<file path="src/rtl/zs_pkg.sv">
package zs_pkg;

    typedef enum logic [1:0] {
        TX_IDLE,
        TX_OPEN,
        TX_BODY,
        TX_CLOSE
    } tx_state_e;

    typedef enum logic {
        RX_HUNT,
        RX_FRAME
    } rx_state_e;

    typedef enum logic [1:0] {
        BIT_DATA,
        BIT_STUFF,
        BIT_FLAG,
        BIT_ABORT
    } bit_class_e;

    typedef struct packed {
        logic valid;
        logic data;
        logic sof;
        logic eof;
        logic abort;
    } rx_mark_t;

    // Delimiter bit at position idx (time order) for a stuffing run of 'run':
    // a zero, run+1 ones, a zero.
    function automatic logic flag_bit(input int idx, input int run);
        return (idx == 0 || idx == run + 2) ? 1'b0 : 1'b1;
    endfunction

endpackage

</file>
<file path="src/rtl/zs_run_count.sv">
module zs_run_count #(
    parameter int MAXV = 5,
    parameter int INIT = 0,
    localparam int W = $clog2(MAXV + 1)
) (
    input  logic         clk,
    input  logic         rst,
    input  logic         step,
    input  logic         clear,
    input  logic         bit_in,
    output logic [W-1:0] count
);
    localparam logic [W-1:0] TOP   = W'(MAXV);
    localparam logic [W-1:0] START = W'(INIT);

    always_ff @(posedge clk) begin
        if (rst) begin
            count <= START;
        end else if (clear) begin
            count <= '0;
        end else if (step) begin
            if (!bit_in) begin
                count <= '0;
            end else if (count != TOP) begin
                count <= count + 1'b1;
            end
        end
    end
endmodule

</file>
<file path="src/rtl/zs_hold.sv">
module zs_hold #(
    parameter int DEPTH = 7
) (
    input  logic clk,
    input  logic rst,
    input  logic push,
    input  logic flush,
    input  logic din,
    output logic rel_valid,
    output logic rel_bit
);
    localparam int NW = $clog2(DEPTH + 1);
    localparam logic [NW-1:0] FULL = NW'(DEPTH);

    logic [DEPTH-1:0] sh;
    logic [NW-1:0]    fill;

    // The oldest bit leaves only when a newer one displaces it.
    assign rel_valid = push && (fill == FULL);
    assign rel_bit   = sh[DEPTH-1];

    always_ff @(posedge clk) begin
        if (rst) begin
            sh   <= '0;
            fill <= '0;
        end else if (flush) begin
            fill <= '0;
        end else if (push) begin
            sh <= {sh[DEPTH-2:0], din};
            if (fill != FULL) begin
                fill <= fill + 1'b1;
            end
        end
    end
endmodule

</file>
<file path="src/rtl/zs_tx.sv">
module zs_tx
    import zs_pkg::*;
#(
    parameter int RUN = 5
) (
    input  logic clk,
    input  logic rst,
    input  logic bit_en,
    input  logic start,
    input  logic pay_bit,
    input  logic pay_last,
    output logic pay_ready,
    output logic line,
    output logic in_body
);
    localparam int FLAG_LEN = RUN + 3;
    localparam int IW = $clog2(FLAG_LEN);
    localparam int CW = $clog2(RUN + 1);
    localparam logic [CW-1:0] RUN_V   = CW'(RUN);
    localparam logic [CW-1:0] NEAR_V  = CW'(RUN - 1);
    localparam logic [IW-1:0] IDX_END = IW'(FLAG_LEN - 1);

    tx_state_e     st;
    logic [IW-1:0] idx;
    logic [CW-1:0] ones;
    logic          tail_stuff;
    logic          stuff_now;
    logic          next_bit;
    logic          body_step;
    logic          cnt_clear;

    assign in_body   = (st == TX_BODY);
    assign stuff_now = in_body && (ones == RUN_V);
    assign pay_ready = in_body && !stuff_now;

    always_comb begin
        unique case (st)
            TX_OPEN, TX_CLOSE: next_bit = flag_bit(int'(idx), RUN);
            TX_BODY:           next_bit = stuff_now ? 1'b0 : pay_bit;
            default:           next_bit = 1'b1;
        endcase
    end

    // The run count sees the bit actually sent, so a stuffed zero restarts it.
    assign body_step = bit_en && in_body;
    assign cnt_clear = bit_en && !in_body;

    zs_run_count #(.MAXV(RUN), .INIT(0)) u_ones (
        .clk    (clk),
        .rst    (rst),
        .step   (body_step),
        .clear  (cnt_clear),
        .bit_in (next_bit),
        .count  (ones)
    );

    always_ff @(posedge clk) begin
        if (rst) begin
            st         <= TX_IDLE;
            idx        <= '0;
            tail_stuff <= 1'b0;
            line       <= 1'b1;
        end else if (bit_en) begin
            line <= next_bit;
            unique case (st)
                TX_IDLE: begin
                    if (start) begin
                        st  <= TX_OPEN;
                        idx <= '0;
                    end
                end
                TX_OPEN: begin
                    if (idx == IDX_END) begin
                        st  <= TX_BODY;
                        idx <= '0;
                    end else begin
                        idx <= idx + 1'b1;
                    end
                end
                TX_BODY: begin
                    if (stuff_now) begin
                        if (tail_stuff) begin
                            st         <= TX_CLOSE;
                            tail_stuff <= 1'b0;
                        end
                    end else if (pay_last) begin
                        // Last bit completing a run: one more slot for its stuffed zero.
                        if (pay_bit && ones == NEAR_V) begin
                            tail_stuff <= 1'b1;
                        end else begin
                            st <= TX_CLOSE;
                        end
                    end
                end
                default: begin
                    if (idx == IDX_END) begin
                        st  <= TX_IDLE;
                        idx <= '0;
                    end else begin
                        idx <= idx + 1'b1;
                    end
                end
            endcase
        end
    end
endmodule

</file>
<file path="src/rtl/zs_rx.sv">
module zs_rx
    import zs_pkg::*;
#(
    parameter int RUN = 5
) (
    input  logic     clk,
    input  logic     rst,
    input  logic     bit_en,
    input  logic     line,
    output rx_mark_t mark
);
    localparam int SAT  = RUN + 2;
    localparam int CW   = $clog2(SAT + 1);
    localparam int HOLD = RUN + 2;
    localparam logic [CW-1:0] STUFF_AT = CW'(RUN);
    localparam logic [CW-1:0] FLAG_AT  = CW'(RUN + 1);

    logic [CW-1:0] ones;
    rx_state_e     st;
    bit_class_e    cls;
    logic          started;
    logic          push;
    logic          flush;
    logic          rel_valid;
    logic          rel_bit;

    // Starts saturated so that a flag needs a leading zero.
    zs_run_count #(.MAXV(SAT), .INIT(SAT)) u_ones (
        .clk    (clk),
        .rst    (rst),
        .step   (bit_en),
        .clear  (1'b0),
        .bit_in (line),
        .count  (ones)
    );

    // Decision on the bit after a run of ones.
    always_comb begin
        if (!line) begin
            if (ones == STUFF_AT)     cls = BIT_STUFF;
            else if (ones == FLAG_AT) cls = BIT_FLAG;
            else                      cls = BIT_DATA;
        end else begin
            cls = (ones >= FLAG_AT) ? BIT_ABORT : BIT_DATA;
        end
    end

    assign push  = bit_en && (st == RX_FRAME) && (cls == BIT_DATA);
    assign flush = bit_en && ((st == RX_HUNT) || (cls == BIT_FLAG) || (cls == BIT_ABORT));

    zs_hold #(.DEPTH(HOLD)) u_hold (
        .clk       (clk),
        .rst       (rst),
        .push      (push),
        .flush     (flush),
        .din       (line),
        .rel_valid (rel_valid),
        .rel_bit   (rel_bit)
    );

    always_ff @(posedge clk) begin
        if (rst) begin
            st      <= RX_HUNT;
            started <= 1'b0;
            mark    <= '0;
        end else begin
            mark <= '0;
            if (rel_valid) begin
                mark.valid <= 1'b1;
                mark.data  <= rel_bit;
                mark.sof   <= !started;
                started    <= 1'b1;
            end
            if (bit_en) begin
                unique case (st)
                    RX_HUNT: begin
                        if (cls == BIT_FLAG) begin
                            st      <= RX_FRAME;
                            started <= 1'b0;
                        end
                    end
                    default: begin
                        if (cls == BIT_FLAG) begin
                            if (started) mark.eof <= 1'b1;
                            started <= 1'b0;
                        end else if (cls == BIT_ABORT) begin
                            if (started) mark.abort <= 1'b1;
                            started <= 1'b0;
                            st      <= RX_HUNT;
                        end
                    end
                endcase
            end
        end
    end
endmodule

</file>
<file path="src/rtl/zs_link.sv">
module zs_link
    import zs_pkg::*;
#(
    parameter int RUN = 5
) (
    input  logic clk,
    input  logic rst,
    input  logic bit_en,
    input  logic tx_start,
    input  logic tx_bit,
    input  logic tx_last,
    output logic tx_ready,
    output logic line_out,
    input  logic line_in,
    output logic rx_valid,
    output logic rx_bit,
    output logic rx_sof,
    output logic rx_eof,
    output logic rx_abort
);
    rx_mark_t mark;
    logic     tx_in_body;

    zs_tx #(.RUN(RUN)) u_tx (
        .clk       (clk),
        .rst       (rst),
        .bit_en    (bit_en),
        .start     (tx_start),
        .pay_bit   (tx_bit),
        .pay_last  (tx_last),
        .pay_ready (tx_ready),
        .line      (line_out),
        .in_body   (tx_in_body)
    );

    zs_rx #(.RUN(RUN)) u_rx (
        .clk    (clk),
        .rst    (rst),
        .bit_en (bit_en),
        .line   (line_in),
        .mark   (mark)
    );

    assign rx_valid = mark.valid;
    assign rx_bit   = mark.data;
    assign rx_sof   = mark.sof;
    assign rx_eof   = mark.eof;
    assign rx_abort = mark.abort;
endmodule

</file>
<file path="config.mk">
export PLATFORM = sky130hd
export DESIGN_NAME = zs_link
export DESIGN_NICKNAME = d
export VERILOG_FILES = /design/src/rtl/zs_pkg.sv /design/src/rtl/zs_run_count.sv /design/src/rtl/zs_hold.sv /design/src/rtl/zs_tx.sv /design/src/rtl/zs_rx.sv /design/src/rtl/zs_link.sv
export SDC_FILE = /design/constraint.sdc
export NUM_CORES = 1
export LEC_CHECK = 0
export CAP_MARGIN = 5
export CORE_UTILIZATION = 51
export DETAILED_ROUTE_END_ITERATION = 10
export PLACE_DENSITY = 0.74
export SYNTH_ARGS = -nofsm -noshare
export SYNTH_HDL_FRONTEND = slang
export SYNTH_SLANG_ARGS = --single-unit
</file>
<file path="constraint.sdc">
create_clock -name clk -period 1.9 [get_ports clk]
set_clock_uncertainty 0.05 [all_clocks]
set_input_delay 0.19 -clock clk [delete_from_list [all_inputs] [get_ports clk]]
set_output_delay 0.19 -clock clk [all_outputs]
set_load 0.05 [all_outputs]
</file>
## After elaboration in Yosys (flattened, before gate mapping)

Index checks and enable logic that the tools add are counted.

- Bitwise logic cells: 7
- Reductions and logical operators: 34
- Divide/modulo/power cells: 0
- Add/subtract/negate cells: 4
- $lt $le $gt $ge: 1
- Multiplexer cells: 37
- Multiply operators: 0
- Shift-type cells: 0
- Equal/unequal tests: 22

Operator list:

| cell | count |
|---|---|
| $mux W2 | 11 |
| $mux W3 | 7 |
| $eq A3 B3 Y1 const B | 6 |
| $ne A3 B3 Y1 const B | 6 |
| $mux W1 | 16 |
| $add A3 B1 Y3 const B | 4 |
| $logic_and A1 B1 Y1 | 9 |
| $eq A2 B2 Y1 const B | 4 |
| $reduce_and A2 Y1 | 4 |
| $reduce_or A2 Y1 | 4 |
| $not A1 Y1 | 7 |
| $reduce_and A7 Y1 | 1 |
| $ne A2 B1 Y1 const B | 3 |
| $pmux W2 S3 | 1 |
| $pmux W3 S2 | 1 |
| $reduce_or A5 Y1 | 1 |
| $logic_not A2 Y1 | 2 |
| $reduce_and A4 Y1 | 1 |
| $reduce_bool A2 Y1 | 2 |
| $reduce_or A4 Y1 | 1 |
| $eq A3 B1 Y1 const B | 1 |
| $ge A3 B3 Y1 const B | 1 |
| $logic_not A1 Y1 | 3 |
| $logic_not A3 Y1 | 1 |
| other kinds (6) | 8 |

- Bits in latches: 0
- Input bits: 7
- Register bits: 30
- ROM bits: 0
- Output and inout port bits: 7
- Logic and storage cells: 120
- Memories kept: 0
- Memory bits (writable): 0

## Logic depth before layout (Yosys ltp)

- Depth after elaboration: 12
- Depth in mapped cells: 7
- Gate-level depth less buffers: 6

## Modules after synthesis

A second synthesis with hierarchy kept.

- Cell total of the unflattened synthesis: 167
- Area, all modules: 1537.7 sq um

By module, submodules not included:

| module | instances | seq. area each (sq um) | area an instance (sq um) | cells each |
|---|---|---|---|---|
| zs_tx | 1 | 140.1 | 531.8 | 61 |
| zs_hold | 1 | 200.2 | 389.1 | 44 |
| zs_rx | 1 | 140.1 | 274.0 | 28 |
| zs_run_count (u_tx.u_ones) | 1 | 60.1 | 176.4 | 19 |
| zs_run_count (u_rx.u_ones) | 1 | 60.1 | 166.4 | 15 |

## Worst setup path after synthesis

No wires, ideal clock.

- Kind: flip-flop to flip-flop
- Start point: register u_tx.st[0]
- End point: register u_tx.idx[1]
- Cell stages (with the launch flop): 8
- Setup slack: 0.001 ns
- Data arrival time: 1.778 ns
- Cells stage by stage: dfxtp_1 > inv_1 > ha_1 > buf_2 > inv_1 > o211ai_1 > or4b_2 > a21oi_1

- Longest elaborated chain between the ends: 3

RTL lines:

| element | line | RTL |
|---|---|---|
| from (decl) | zs_tx.sv:23 | `tx_state_e st;` |
| from (signal assigned) | zs_tx.sv:59 | `st <= TX_IDLE;` |
| from (signal assigned) | zs_tx.sv:68 | `st <= TX_OPEN;` |
| from (signal assigned) | zs_tx.sv:74 | `st <= TX_BODY;` |
| $logic_not A2 Y1 or $eq A2 B2 Y1 (tied branches) | zs_tx.sv:65 | `unique case (st)` |
| $ne A2 B2 Y1 (no source line) or $not A1 Y1 (tied branches) | -- |  |
| $reduce_and A3 Y1 (no source line) | -- |  |
| to (signal assigned) | zs_tx.sv:77 | `idx <= idx + 1'b1;` |
| to (signal assigned) | zs_tx.sv:100 | `idx <= idx + 1'b1;` |
| to (decl) | zs_tx.sv:24 | `logic [IW-1:0] idx;` |

Several ways; a longest one is shown, not always the timed one.
A chain may end at the register's enable or synchronous reset.

## Worst setup path in the final report

- Start point: register u_rx.u_ones.count[0]
- End point: register u_rx.u_hold.fill[2]

- Longest elaborated chain between the ends: 9

RTL lines:

| element | line | RTL |
|---|---|---|
| from (decl) | zs_run_count.sv:11 | `output logic [W-1:0] count` |
| from (signal assigned) | zs_run_count.sv:25 | `count <= count + 1'b1;` |
| branches (longest 3 deep; another with $ge A3 B3 Y1) | -- |  |
| $mux W2 * | zs_rx.sv:39 | `if (!line) begin` |
| $eq A2 B2 Y1 | zs_rx.sv:49 | `assign flush = bit_en && ((st == RX_HUNT) \|\| (cls == BIT_FLAG) \|\| (cls == BIT_ABORT));` |
| $logic_or A1 B1 Y1 (2 in series) | zs_rx.sv:49 |  |
| $logic_and A1 B1 Y1 | zs_rx.sv:49 |  |
| $reduce_or A2 Y1 (no source line) | -- |  |
| to (signal assigned) | zs_hold.sv:31 | `fill <= fill + 1'b1;` |
| to (decl) | zs_hold.sv:16 | `logic [NW-1:0] fill;` |

Mark *: on every way between the ends.

==> out/summary.txt <==
======================================================================================================
Flip-flop and latch count after synthesis ...............................................           30
Total placed cells including tap cells ..................................................          224
Pin count of the biggest net entering global routing ....................................           11
Synth Flop Type ......................................................................... sky130_fd_sc_hd__dfxtp_1
Detailed-route DRC error count ..........................................................            1
WL per Instance .........................................................................      15.5 um
Violated checks ......................................................................... design-rule violations, negative setup slack
Final std cells w/o fill ................................................................          235
Root cell of the clock tree ............................................................. sky130_fd_sc_hd__clkbuf_4
Netlist cell types ......................................................................           41
Std-Cell Core Area ......................................................................    2850 um^2
Total count of max-transition violations in the final report ............................            0
Data arrival at the endpoint of the critical path .......................................      2130 ps
Count of TritonRoute iterations in the first routing pass ...............................            7
Register area ...........................................................................     611 um^2
Sequential-to-total area share from yosys stat ..........................................        0.379
Maximum resistive drop on vdd ...........................................................   0.000645 V
Critical Setup Path Class ............................................................... flip-flop to flip-flop
Post-synth EDFFs ........................................................................            0
Area share of the largest cell type after synthesis .....................................        0.379
Pwr dens ................................................................................  858 nW/um^2
Net count of the mapped netlist .........................................................          194
Cells taking the most area after synthesis .............................................. sky130_fd_sc_hd__dfxtp_1 38%, sky130_fd_sc_hd__ha_1 13%, sky130_fd_sc_hd__mux2i_1 7.6%
Sort of element at the start of the critical path .......................................    flip-flop
Area growth syn-to-layout ...............................................................        29.4%
Number of antenna diodes ................................................................            0
Most used cells in the layout excluding fill and tap cells .............................. 26 x sky130_fd_sc_hd__dfxtp_1, 19 x sky130_fd_sc_hd__nor2_1, 19 x sky130_fd_sc_hd__buf_4
Hold Violations, Final ..................................................................            0
Net total in the final layout ...........................................................          227
Total Routing Usage GR ..................................................................        0.240
Filler Cell Count .......................................................................          217
Clock transition at the register clock pins on the worst setup and hold paths after CTS .       120 ps
Number of levels the H-tree was split into ..............................................            2
Clock period minus final worst setup slack ..............................................      1930 ps
Antenna-violating nets left .............................................................            0
Reg-to-reg setup timing slack ...........................................................       -30 ps
Die extent in y .........................................................................      57.8 um
Vias in the first global route ..........................................................         1349
Overall die area ........................................................................    3340 um^2
Gate count after technology mapping .....................................................          170
Via total after detailed routing ........................................................         1365
TritonCTS clock tree ....................................................................         done
Total power .............................................................................      1.76 mW
Multi-input gate area ...................................................................     941 um^2
Cell type contributing the most total cell area after synthesis ......................... sky130_fd_sc_hd__dfxtp_1
Most common cell after layout, fill and taps aside ...................................... sky130_fd_sc_hd__dfxtp_1
Post-Route WL ...........................................................................      3640 um
Remaining global-route overflow .........................................................            0
Data required time of the critical path .................................................      2100 ps
Worst setup EP type .....................................................................    flip-flop
Leakage power figure ....................................................................     0.811 nW
Worst-margin pin slew ...................................................................       499 ps
Iter 0 DRT Violations ...................................................................           96
Biggest fanout along the worst timing path ..............................................            5
Post-Syn Area per Cell ..................................................................    9.33 um^2
Placed wire-length estimate .............................................................      2520 um
Run status .............................................................................. complete, but fails checks
MaxCap Viol Count .......................................................................            0
Die width ...............................................................................      57.8 um
Fraction of layout instances using a drive strength above 1 .............................        0.240
Buffer levels on the longest clock path .................................................            2
Port-buffer cells .......................................................................           13
Hold-fix buffers at CTS .................................................................            0
Yosys warnings ..........................................................................            0
Final GP Congestion .....................................................................        0.849
First-pass GRT wire length ..............................................................      5870 um
Initial cell density of the core ........................................................        0.556
Hold Crit Class ......................................................................... flip-flop to flip-flop
Row count ...............................................................................           19
Number of antenna violations at the first check in global routing .......................            0
Insertion delay of the later-clocked pin in the worst-skew pair .........................       350 ps
Final hold slack ........................................................................       430 ps
Routed vias/inst ........................................................................         5.81
Number of failing setup endpoints in the final timing report ............................            2
Post-layout worst setup margin ..........................................................     -30.5 ps
Proportion of register bits with asynchronous set or reset after synthesis ..............            0
Relative max-transition margin ..........................................................        0.666
Number of clock sinks ...................................................................           30
Unrepaired setup endpoints after global routing .........................................          yes
Number of buffers created by CTS ........................................................            5
Io pins .................................................................................           14
Final critical-path share of the clock period ...........................................         1.02
Post-synthesis instance area ............................................................    1590 um^2
Peak Freq ...............................................................................      518 MHz
======================================================================================================
## where the power goes
group / internal (mW) / switching (mW)
clock: 0.446 / 0.241
combinational: 0.184 / 0.200
sequential: 0.656 / 0.0349
total: 1.29 / 0.476
## cell families after synthesis
kind of cell               count (synthesis)  synth area share
AOI/OAI and AO/OA                         33             0.171
DFF                                       30             0.379
and+or+nand+nor                           57             0.178
muxes                                     12            0.0758
xor gates and xnor gates                   2            0.0111
buffers and inverters                     19            0.0505
adders and majority gates                 17             0.134
## cells in the mapped netlist, types with 2 or more instances
library cell	number
sky130_fd_sc_hd__o21ba_2	2
sky130_fd_sc_hd__clkbuf_1	5
sky130_fd_sc_hd__and2_1	2
sky130_fd_sc_hd__ha_1	17
sky130_fd_sc_hd__a31oi_1	3
sky130_fd_sc_hd__o21ai_0	4
sky130_fd_sc_hd__a21oi_1	7
sky130_fd_sc_hd__nor3_1	3
sky130_fd_sc_hd__inv_1	11
sky130_fd_sc_hd__o211ai_1	4
sky130_fd_sc_hd__nor2_1	19
sky130_fd_sc_hd__nand3_1	6
sky130_fd_sc_hd__dfxtp_1	30
sky130_fd_sc_hd__xnor2_1	2
sky130_fd_sc_hd__a221o_1	2
sky130_fd_sc_hd__nand2_1	15
sky130_fd_sc_hd__mux2i_1	12
sky130_fd_sc_hd__a211oi_1	3
## layer usage
layer,GRT usage,share of wire,routed length (um),vias up
li1,-,-,-,667
met1,0.278,0.42,1520,647
met2,0.410,0.50,1810,39
met3,0.0580,0.048,175,12
met4,0.129,0.038,137,0
met5,0,0,0,-
## stage by stage
stage / setup TNS [ps] / util / setup slack, ps / instance area, um^2
floorplan: 0 / - / 1.27 / 1590
global placement: 0 / 0.655 / 52.4 / 1870
detailed placement: -184 / 0.655 / -76.6 / 1870
CTS: 0 / 0.699 / 1.39 / 1990
global route: -139 / 0.719 / -80.0 / 2050
finish: -31.2 / 0.719 / -30.5 / 2050
## state kept, by name (all words and copies together) (netlist names), named ones only
signal             flops
u_tx.st                2
u_tx.u_ones.count      3
u_tx.idx               3
u_tx.line              1
u_rx.started           1
u_rx.u_ones.count      3
u_tx.tail_stuff        1
u_rx.mark              5
u_rx.u_hold.fill       3
u_rx.u_hold.sh         7
## what timing repair did
action	in CTS	in global routing
endpoints found under the setup margin	5	5
setup buffers	1	2
hold endpoints to repair	0	0
pin swaps	1	4
gates resized for setup	4	12
## worst max-delay path, cell delays in order, from the launching register on
cell and delay, ps:
sky130_fd_sc_hd__dfxtp_4 400, sky130_fd_sc_hd__inv_4 40, sky130_fd_sc_hd__ha_4 150, sky130_fd_sc_hd__or3_4 400, sky130_fd_sc_hd__a311oi_4 430, sky130_fd_sc_hd__mux2i_2 300, sky130_fd_sc_hd__nor2_1 70
## path summary, 6_finish.rpt
kind | startpoint | to | cells past startpoint
hold reg to reg | u_tx.idx[1] | u_tx.idx[1] | 2
hold / removal | u_tx.idx[1] | u_tx.idx[1] | 2
setup reg to reg | u_rx.u_ones.count[0] | u_rx.u_hold.fill[2] | 6
setup / recovery | u_rx.u_ones.count[0] | u_rx.u_hold.fill[2] | 6
## cell type report
type | count | share of cell area
clock buffer | 6 | 0.0250
clock inverter | 2 | 0.0293
inverter | 12 | 0.0232
multi-input combinational | 121 | 0.459
sequential | 30 | 0.298
tap | 31 | 0.0189
timing repair buffer | 33 | 0.148
Note: power is estimated with default switching activity, not from simulation.
